File: config.mk
export PLATFORM = sky130hd
export DESIGN_NAME = pkt_addr_rx
export DESIGN_NICKNAME = d
export VERILOG_FILES = /design/src/rtl/pkt_rx_pkg.sv /design/src/rtl/pkt_rx_classify.sv /design/src/rtl/pkt_rx_ctrl.sv /design/src/rtl/pkt_rx_shift.sv /design/src/rtl/pkt_rx_payload.sv /design/src/rtl/pkt_addr_rx.sv
export SDC_FILE = /design/constraint.sdc
export NUM_CORES = 1
export LEC_CHECK = 0
export BUFFER_PORTS_ARGS = -buffer_cell sky130_fd_sc_hd__buf_4
export CORE_ASPECT_RATIO = 0.7
export CORE_MARGIN = 2
export CORE_UTILIZATION = 56
export CTS_CLUSTER_DIAMETER = 100
export DETAILED_ROUTE_END_ITERATION = 8
export GPL_TIMING_DRIVEN = 0
export PLACE_DENSITY = 0.79
export SLEW_MARGIN = 10
export SYNTH_ARGS = -nofsm -noshare
export SYNTH_HDL_FRONTEND = slang
export SYNTH_SLANG_ARGS = --single-unit
File: constraint.sdc
create_clock -name clk -period 1.7 [get_ports clk]
set_clock_uncertainty 0.1 [all_clocks]
set_input_delay 0.085 -clock clk [delete_from_list [all_inputs] [get_ports clk]]
set_output_delay 0.085 -clock clk [all_outputs]
set_load 0.02 [all_outputs]
File: src/rtl/pkt_rx_pkg.sv
package pkt_rx_pkg;
   localparam int CHUNK_W = 7;

   localparam logic [7:0] CODE_IDLE  = 8'h00;
   localparam logic [7:0] CODE_START = 8'h01;
   localparam logic [7:0] CODE_STOP  = 8'h40;

   typedef enum logic [2:0] {
      ST_HUNT,
      ST_DEST,
      ST_SRC,
      ST_PAY,
      ST_TAIL
   } rx_state_t;

   typedef enum logic [1:0] {
      W_DATA,
      W_START,
      W_STOP,
      W_OTHER
   } word_kind_t;

   function automatic int chunks_for(input int width);
      return (width + CHUNK_W - 1) / CHUNK_W;
   endfunction
endpackage

File: src/rtl/pkt_rx_classify.sv
module pkt_rx_classify
   import pkt_rx_pkg::*;
(
   input  logic [7:0]         word_i,
   output word_kind_t         kind_o,
   output logic [CHUNK_W-1:0] chunk_o
);
   always_comb begin
      if (word_i[7])                 kind_o = W_DATA;
      else if (word_i == CODE_START) kind_o = W_START;
      else if (word_i == CODE_STOP)  kind_o = W_STOP;
      else                           kind_o = W_OTHER;
   end

   assign chunk_o = word_i[CHUNK_W-1:0];
endmodule

File: src/rtl/pkt_rx_ctrl.sv
module pkt_rx_ctrl
   import pkt_rx_pkg::*;
#(
   parameter int ADDR_CHUNKS = 4,
   parameter int PAY_CHUNKS  = 5,
   parameter int IDX_W       = 3
) (
   input  logic             clk,
   input  logic             rst_n,
   input  word_kind_t       kind_i,
   output logic             dest_en_o,
   output logic             src_en_o,
   output logic             pay_en_o,
   output logic [IDX_W-1:0] pay_idx_o,
   output logic             stop_ok_o
);
   localparam logic [IDX_W-1:0] LAST_ADDR = IDX_W'(ADDR_CHUNKS - 1);
   localparam logic [IDX_W-1:0] LAST_PAY  = IDX_W'(PAY_CHUNKS - 1);

   rx_state_t        state_q, state_d;
   logic [IDX_W-1:0] cnt_q, cnt_d;

   always_comb begin
      state_d   = state_q;
      cnt_d     = cnt_q;
      dest_en_o = 1'b0;
      src_en_o  = 1'b0;
      pay_en_o  = 1'b0;
      stop_ok_o = 1'b0;
      if (kind_i == W_START) begin
         state_d = ST_DEST;
         cnt_d   = '0;
      end else begin
         unique case (state_q)
            ST_HUNT: ;
            ST_DEST: begin
               if (kind_i == W_DATA) begin
                  dest_en_o = 1'b1;
                  if (cnt_q == LAST_ADDR) begin
                     state_d = ST_SRC;
                     cnt_d   = '0;
                  end else begin
                     cnt_d = cnt_q + 1'b1;
                  end
               end else begin
                  state_d = ST_HUNT;
               end
            end
            ST_SRC: begin
               if (kind_i == W_DATA) begin
                  src_en_o = 1'b1;
                  if (cnt_q == LAST_ADDR) begin
                     state_d = ST_PAY;
                     cnt_d   = '0;
                  end else begin
                     cnt_d = cnt_q + 1'b1;
                  end
               end else begin
                  state_d = ST_HUNT;
               end
            end
            ST_PAY: begin
               if (kind_i == W_DATA) begin
                  pay_en_o = 1'b1;
                  if (cnt_q == LAST_PAY) begin
                     state_d = ST_TAIL;
                     cnt_d   = '0;
                  end else begin
                     cnt_d = cnt_q + 1'b1;
                  end
               end else begin
                  state_d = ST_HUNT;
               end
            end
            ST_TAIL: begin
               stop_ok_o = (kind_i == W_STOP);
               state_d   = ST_HUNT;
            end
            default: state_d = ST_HUNT;
         endcase
      end
   end

   assign pay_idx_o = cnt_q;

   always_ff @(posedge clk) begin
      if (!rst_n) begin
         state_q <= ST_HUNT;
         cnt_q   <= '0;
      end else begin
         state_q <= state_d;
         cnt_q   <= cnt_d;
      end
   end

   // outside a packet only a start word moves the parser
   a_r2_hunt_holds: assert property (@(posedge clk) disable iff (!rst_n)
      (state_q == ST_HUNT && kind_i != W_START) |=> state_q == ST_HUNT);

   // a start word anywhere leads to destination parsing
   a_r8_start_restarts: assert property (@(posedge clk) disable iff (!rst_n)
      (kind_i == W_START) |=> (state_q == ST_DEST && cnt_q == '0));

   // a data chunk where the stop word is due drops the packet
   a_r7_tail_overrun: assert property (@(posedge clk) disable iff (!rst_n)
      (state_q == ST_TAIL && kind_i == W_DATA) |=> state_q == ST_HUNT);

   // an idle inside the body drops the packet
   a_r9_idle_drops: assert property (@(posedge clk) disable iff (!rst_n)
      (state_q != ST_HUNT && kind_i == W_OTHER) |=> state_q == ST_HUNT);
endmodule

File: src/rtl/pkt_rx_shift.sv
module pkt_rx_shift
   import pkt_rx_pkg::*;
#(
   parameter int W = 28
) (
   input  logic               clk,
   input  logic               rst_n,
   input  logic               en_i,
   input  logic [CHUNK_W-1:0] chunk_i,
   output logic [W-1:0]       q_o
);
   generate
      if (W > CHUNK_W) begin : g_wide
         always_ff @(posedge clk) begin
            if (!rst_n)    q_o <= '0;
            else if (en_i) q_o <= {q_o[W-CHUNK_W-1:0], chunk_i};
         end
      end else begin : g_single
         always_ff @(posedge clk) begin
            if (!rst_n)    q_o <= '0;
            else if (en_i) q_o <= chunk_i[W-1:0];
         end
      end
   endgenerate
endmodule

File: src/rtl/pkt_rx_payload.sv
module pkt_rx_payload
   import pkt_rx_pkg::*;
#(
   parameter int PAY_W = 32,
   parameter int IDX_W = 3
) (
   input  logic               clk,
   input  logic               rst_n,
   input  logic               wr_i,
   input  logic [IDX_W-1:0]   idx_i,
   input  logic [CHUNK_W-1:0] chunk_i,
   output logic [PAY_W-1:0]   data_o
);
   localparam int PC = chunks_for(PAY_W);

   for (genvar k = 0; k < PC; k++) begin : g_slot
      localparam int SW = (k == PC - 1) ? (PAY_W - CHUNK_W * (PC - 1)) : CHUNK_W;
      logic [SW-1:0] slot_q;
      always_ff @(posedge clk) begin
         if (!rst_n)                             slot_q <= '0;
         else if (wr_i && idx_i == IDX_W'(k))    slot_q <= chunk_i[SW-1:0];
      end
      assign data_o[k*CHUNK_W +: SW] = slot_q;
   end

   // a write never targets a slot beyond the payload
   always_comb begin
      if (rst_n && wr_i) begin
         a_r4_idx_range: assert (int'(idx_i) < PC);
      end
   end
endmodule

File: src/rtl/pkt_addr_rx.sv
module pkt_addr_rx
   import pkt_rx_pkg::*;
#(
   parameter int ADDR_W      = 28,
   parameter int PAY_W       = 32,
   parameter bit EARLY_MATCH = 1'b1
) (
   input  logic              clk,
   input  logic              rst_n,
   input  logic [ADDR_W-1:0] node_addr,
   input  logic [7:0]        rx_word,
   output logic              msg_valid,
   output logic [PAY_W-1:0]  msg_data,
   output logic [ADDR_W-1:0] msg_src
);
   localparam int ADDR_CHUNKS = chunks_for(ADDR_W);
   localparam int PAY_CHUNKS  = chunks_for(PAY_W);
   localparam int MAXC        = (ADDR_CHUNKS > PAY_CHUNKS) ? ADDR_CHUNKS : PAY_CHUNKS;
   localparam int IDX_W       = (MAXC > 1) ? $clog2(MAXC) : 1;

   if (ADDR_W < CHUNK_W) begin : g_bad_addr
      $error("pkt_addr_rx: ADDR_W must be at least one chunk");
   end
   if (PAY_W < 1) begin : g_bad_pay
      $error("pkt_addr_rx: PAY_W must be positive");
   end

   word_kind_t         kind;
   logic [CHUNK_W-1:0] chunk;
   logic               dest_en, src_en, pay_en, stop_ok;
   logic [IDX_W-1:0]   pay_idx;
   logic [ADDR_W-1:0]  dest_q, src_q;
   logic [PAY_W-1:0]   pay_stage;
   logic               dest_hit;
   logic               commit;

   pkt_rx_classify i_classify (
      .word_i  (rx_word),
      .kind_o  (kind),
      .chunk_o (chunk)
   );

   pkt_rx_ctrl #(
      .ADDR_CHUNKS (ADDR_CHUNKS),
      .PAY_CHUNKS  (PAY_CHUNKS),
      .IDX_W       (IDX_W)
   ) i_ctrl (
      .clk       (clk),
      .rst_n     (rst_n),
      .kind_i    (kind),
      .dest_en_o (dest_en),
      .src_en_o  (src_en),
      .pay_en_o  (pay_en),
      .pay_idx_o (pay_idx),
      .stop_ok_o (stop_ok)
   );

   pkt_rx_shift #(.W(ADDR_W)) i_dest (
      .clk     (clk),
      .rst_n   (rst_n),
      .en_i    (dest_en),
      .chunk_i (chunk),
      .q_o     (dest_q)
   );

   pkt_rx_shift #(.W(ADDR_W)) i_src (
      .clk     (clk),
      .rst_n   (rst_n),
      .en_i    (src_en),
      .chunk_i (chunk),
      .q_o     (src_q)
   );

   pkt_rx_payload #(.PAY_W(PAY_W), .IDX_W(IDX_W)) i_payload (
      .clk     (clk),
      .rst_n   (rst_n),
      .wr_i    (pay_en),
      .idx_i   (pay_idx),
      .chunk_i (chunk),
      .data_o  (pay_stage)
   );

   generate
      if (EARLY_MATCH) begin : g_match_reg
         logic hit_q;
         always_ff @(posedge clk) begin
            if (!rst_n) hit_q <= 1'b0;
            else        hit_q <= (dest_q == node_addr);
         end
         assign dest_hit = hit_q;
      end else begin : g_match_comb
         assign dest_hit = (dest_q == node_addr);
      end
   endgenerate

   assign commit = stop_ok && dest_hit;

   always_ff @(posedge clk) begin
      if (!rst_n) begin
         msg_valid <= 1'b0;
         msg_data  <= '0;
         msg_src   <= '0;
      end else begin
         msg_valid <= commit;
         if (commit) begin
            msg_data <= pay_stage;
            msg_src  <= src_q;
         end
      end
   end

   // the strobe lasts a single clock
   a_r5_single_pulse: assert property (@(posedge clk) disable iff (!rst_n)
      msg_valid |=> !msg_valid);

   // the strobe only follows a stop word
   a_r5_after_stop: assert property (@(posedge clk) disable iff (!rst_n)
      msg_valid |-> $past(rx_word) == CODE_STOP);

   // a commit only happens for this node's destination
   a_r6_own_address: assert property (@(posedge clk) disable iff (!rst_n)
      msg_valid |-> $past(dest_q) == $past(node_addr));

   // outputs hold between commits
   a_r10_hold: assert property (@(posedge clk) disable iff (!rst_n)
      !msg_valid |-> ($stable(msg_data) && $stable(msg_src)));
endmodule

==> key figures <==
Clock network
  – CTS tree: yes
  – Clock transition at the registers of the reported paths: around 0.06 ns
  – Max clock buf depth: 2
  – H-tree levels: 4
  – Num Clock Sinks: roughly 160
  – Clock root cell: clkbuf_16
  – Worst-Skew Late Latency: 0.42 ns
  – TritonCTS Buffers: 17

Floorplanning
  – Num rows: 32
  – # IOs: 99
  – Die area: ~12000 um^2
  – Initial core utilization: 56.9%
  – Chip Width: 130 um
  – Core Region: around 11000 um^2
  – Die height: between 90 and 100 um

Synth
  – Netlist cell types: 37
  – Synth warnings: 0
  – Async SR Flop Fraction: 0%
  – Synth Area per Inst: 9.56 um^2
  – Number of flops mapped to enable cells by yosys: 0
  – Ys flop type: dfxtp_1
  – Syn Inst Count: 648
  – Yosys reg bits: approximately 160
  – Sequential area share after synthesis: 50.4%
  – Syn nets: 692
  – Post-synthesis instance area: between 6000 and 7000 um^2

Timing
  – Hold slack: 0.0178 ns
  – Final setup viols: 12
  – Final worst slack: -0.0957 ns
  – Max Fclk: 0.557 GHz
  – Tmin final: 1.80 ns
  – Least-Margin Pin Slew: 0.734 ns
  – Slew Limit Fails: 0
  – Final Cycle Share: 106%
  – RSZ-0062 raised after global routing: yes
  – Final setup TNS: -0.325 ns
  – Hold Fails Final Rpt: 0
  – Max_slew headroom: between 50% and 60%

Final layout
  – Post-route non-filler standard cell count: around 960
  – Most frequent cells in the layout: 150 x dfxtp_1, 107 x buf_4, 100 x nand2_1
  – P&R area growth vs syn: 31.8%
  – Diode count: 0
  – Share of cells above drive strength 1: 28.0%
  – Nets: between 800 and 900
  – Commonest non-fill, non-tap cell in the layout: dfxtp_1

Setup path
  – CP Launch Type: flop
  – Arr. time, crit path: 1.98 ns
  – Crit path kind: reg2reg
  – Setup slack, reg-to-reg: -0.1 ns
  – Critical path endpoint category: flop
  – CP required: 1.89 ns
  – Worst-path maximum fanout: 7

Status
  – Outcome: finished, violations left
  – Failing checks: setup timing

Power
  – Clk pwr share: 51.2%
  – Power, Total: 0.00803 W
  – Reg power frac: a little under half
  – Pleak: 3.60 nW
  – Comb power frac: 3.3%
  – Max VDD drop: 657 uV
  – PD cells: 983 nW/um^2
  – P_int: 0.00640 W
  – Sw frac: 20.3%
  – Net Sw Power: 0.00163 W

Drt
  – Drt drc: 0
  – Iteration-0 DRC Markers: between 400 and 500
  – Antenna-violating nets left: 0
  – Vias: 5144
  – Vias per cell: 5.38
  – DR pass1 iterations: 5
  – Wire length per cell: between 15 and 20 um
  – Final Routed Wirelength: 16200 um

Job
  – MaxCap Viol Count: 0

Global routing
  – Vias in the first global route: 4929
  – Largest net degree at the start of global routing: 17
  – Grt ovf: 0
  – Initial antenna violation count: 0
  – First-pass GRT wire length: 24500 um
  – Global Route Usage Sum: 26.5%

Placement
  – Hpwl dp: 10100 um
  – Place WS: -0.141 ns
  – Port Buffer Count: 93
  – Placed cell count: roughly 890
  – GP Congestion: 0.839

Hold path
  – Min-delay worst type: in2reg
[registers in the layout, indices dropped and copies added (netlist names)]
signal                   flops
msg_src                     28
i_ctrl.state_q               3
i_src.q_o                   28
dest_hit                     1
i_payload.g_slot.slot_q     32
msg_data                    32
msg_valid                    1
i_dest.q_o                  28
i_ctrl.pay_idx_o             3
[power by group through the flow]
| stage | logic, W | registers, W | clock network (W) |
|---|---|---|---|
| floorplan | 0.000103 | 0.00374 | 0 |
| global placement | 0.000218 | 0.00374 | 0 |
| detailed placement | 0.000225 | 0.00374 | 0 |
| CTS | 0.000257 | 0.00366 | 0.00412 |
| global route | 0.000285 | 0.00365 | 0.00427 |
| finish | 0.000268 | 0.00365 | 0.00411 |
[final timing paths]
kind | startpoint | endpoint | depth (start not counted)
max | i_ctrl.state_q[2]$_SDFFE_PP0P_ | i_payload.g_slot[1].slot_q[2]$_SDFFE_PN0P_ | 5
min | rx_word[7] | i_ctrl.state_q[0]$_SDFFE_PN0P_ | 3
max reg2reg | i_ctrl.state_q[2]$_SDFFE_PP0P_ | i_payload.g_slot[1].slot_q[2]$_SDFFE_PN0P_ | 5
min reg2reg | i_src.q_o[27]$_SDFFE_PN0P_ | i_src.q_o[27]$_SDFFE_PN0P_ | 2
[through the flow]
stage,area (um^2),util (%)
after detailed placement,7090,65.1
final,8170,75.0
after global placement,7090,65.1
after floorplan,6200,-
after CTS,7940,72.9
after global routing,8170,75.0
[area by class of cell]
type / instances / area (um^2)
tap: 153 / 191
multi-input combinational: 442 / 2890
buffer: 42 / 288
fill: 766 / 2720
clock buffer: 20 / 447
timing repair buffer: 125 / 1000
inverter: 8 / 30.0
sequential: 156 / 3140
clock inverter: 10 / 189
[routing by layer]
layer / wire length, um / track usage [%] / part of all wire, % / vias up
li1: - / - / - / 2433
met4: 353 / 8.33 / 2.2 / 0
met1: 7220 / 35.6 / 44 / 2426
met2: 7570 / 43.0 / 47 / 239
met5: 0 / 0 / 0 / -
met3: 1100 / 5.60 / 6.8 / 46
[critical path, cell delays in order (launching register included)]
cell and delay (ns):
dfxtp_4 0.36, nand4b_1 0.35, nor3b_2 0.31, buf_6 0.20, mux2i_1 0.26, nor2_1 0.07
[what timing repair did]
item                                    4_1_cts  5_1_grt
pin swaps                                     3        4
hold endpoints to repair                     38        0
endpoints found under the setup margin       65       99
resized for setup                            10       32
setup buffers                                 2       13
hold buffers                                 16        0
gates cloned                                  0        1
[Yosys cell counts (2+ instances only)]
master / count / area [um^2]
dfxtp_1: 156 / 3120
nand2_1: 100 / 375
nor2_1: 97 / 364
mux2i_1: 93 / 931
a21oi_1: 39 / 195
xor2_1: 24 / 210
clkbuf_1: 21 / 78.8
a21oi_2: 20 / 175
nand2_2: 20 / 125
buf_6: 10 / 113
buf_2: 7 / 35.0
ha_1: 6 / 75.1
inv_1: 6 / 22.5
nor4_1: 6 / 37.5
buf_4: 4 / 30.0
nand4_1: 4 / 25.0
o21ai_0: 4 / 20.0
nand3_1: 3 / 15.0
nand4b_1: 3 / 26.3
nor3_1: 3 / 15.0
nor3b_1: 3 / 22.5
xnor2_1: 3 / 26.3
nor2b_1: 2 / 12.5
[kinds of logic (layout without fill, tap and decap cells)]
kind of cell,after synthesis,in the layout,share of synthesized area [%]
flip-flops,156,156,50.4
buffers and inverters,50,205,4.62
AO/OA/AOI/OAI,68,68,6.97
adder cells (fa/ha/maj),6,6,1.21
AND/OR/NAND/NOR,248,248,18.0
XOR/XNOR,27,27,3.82
multiplexers,93,93,15.0
Note: power is estimated with default switching activity, not from simulation.
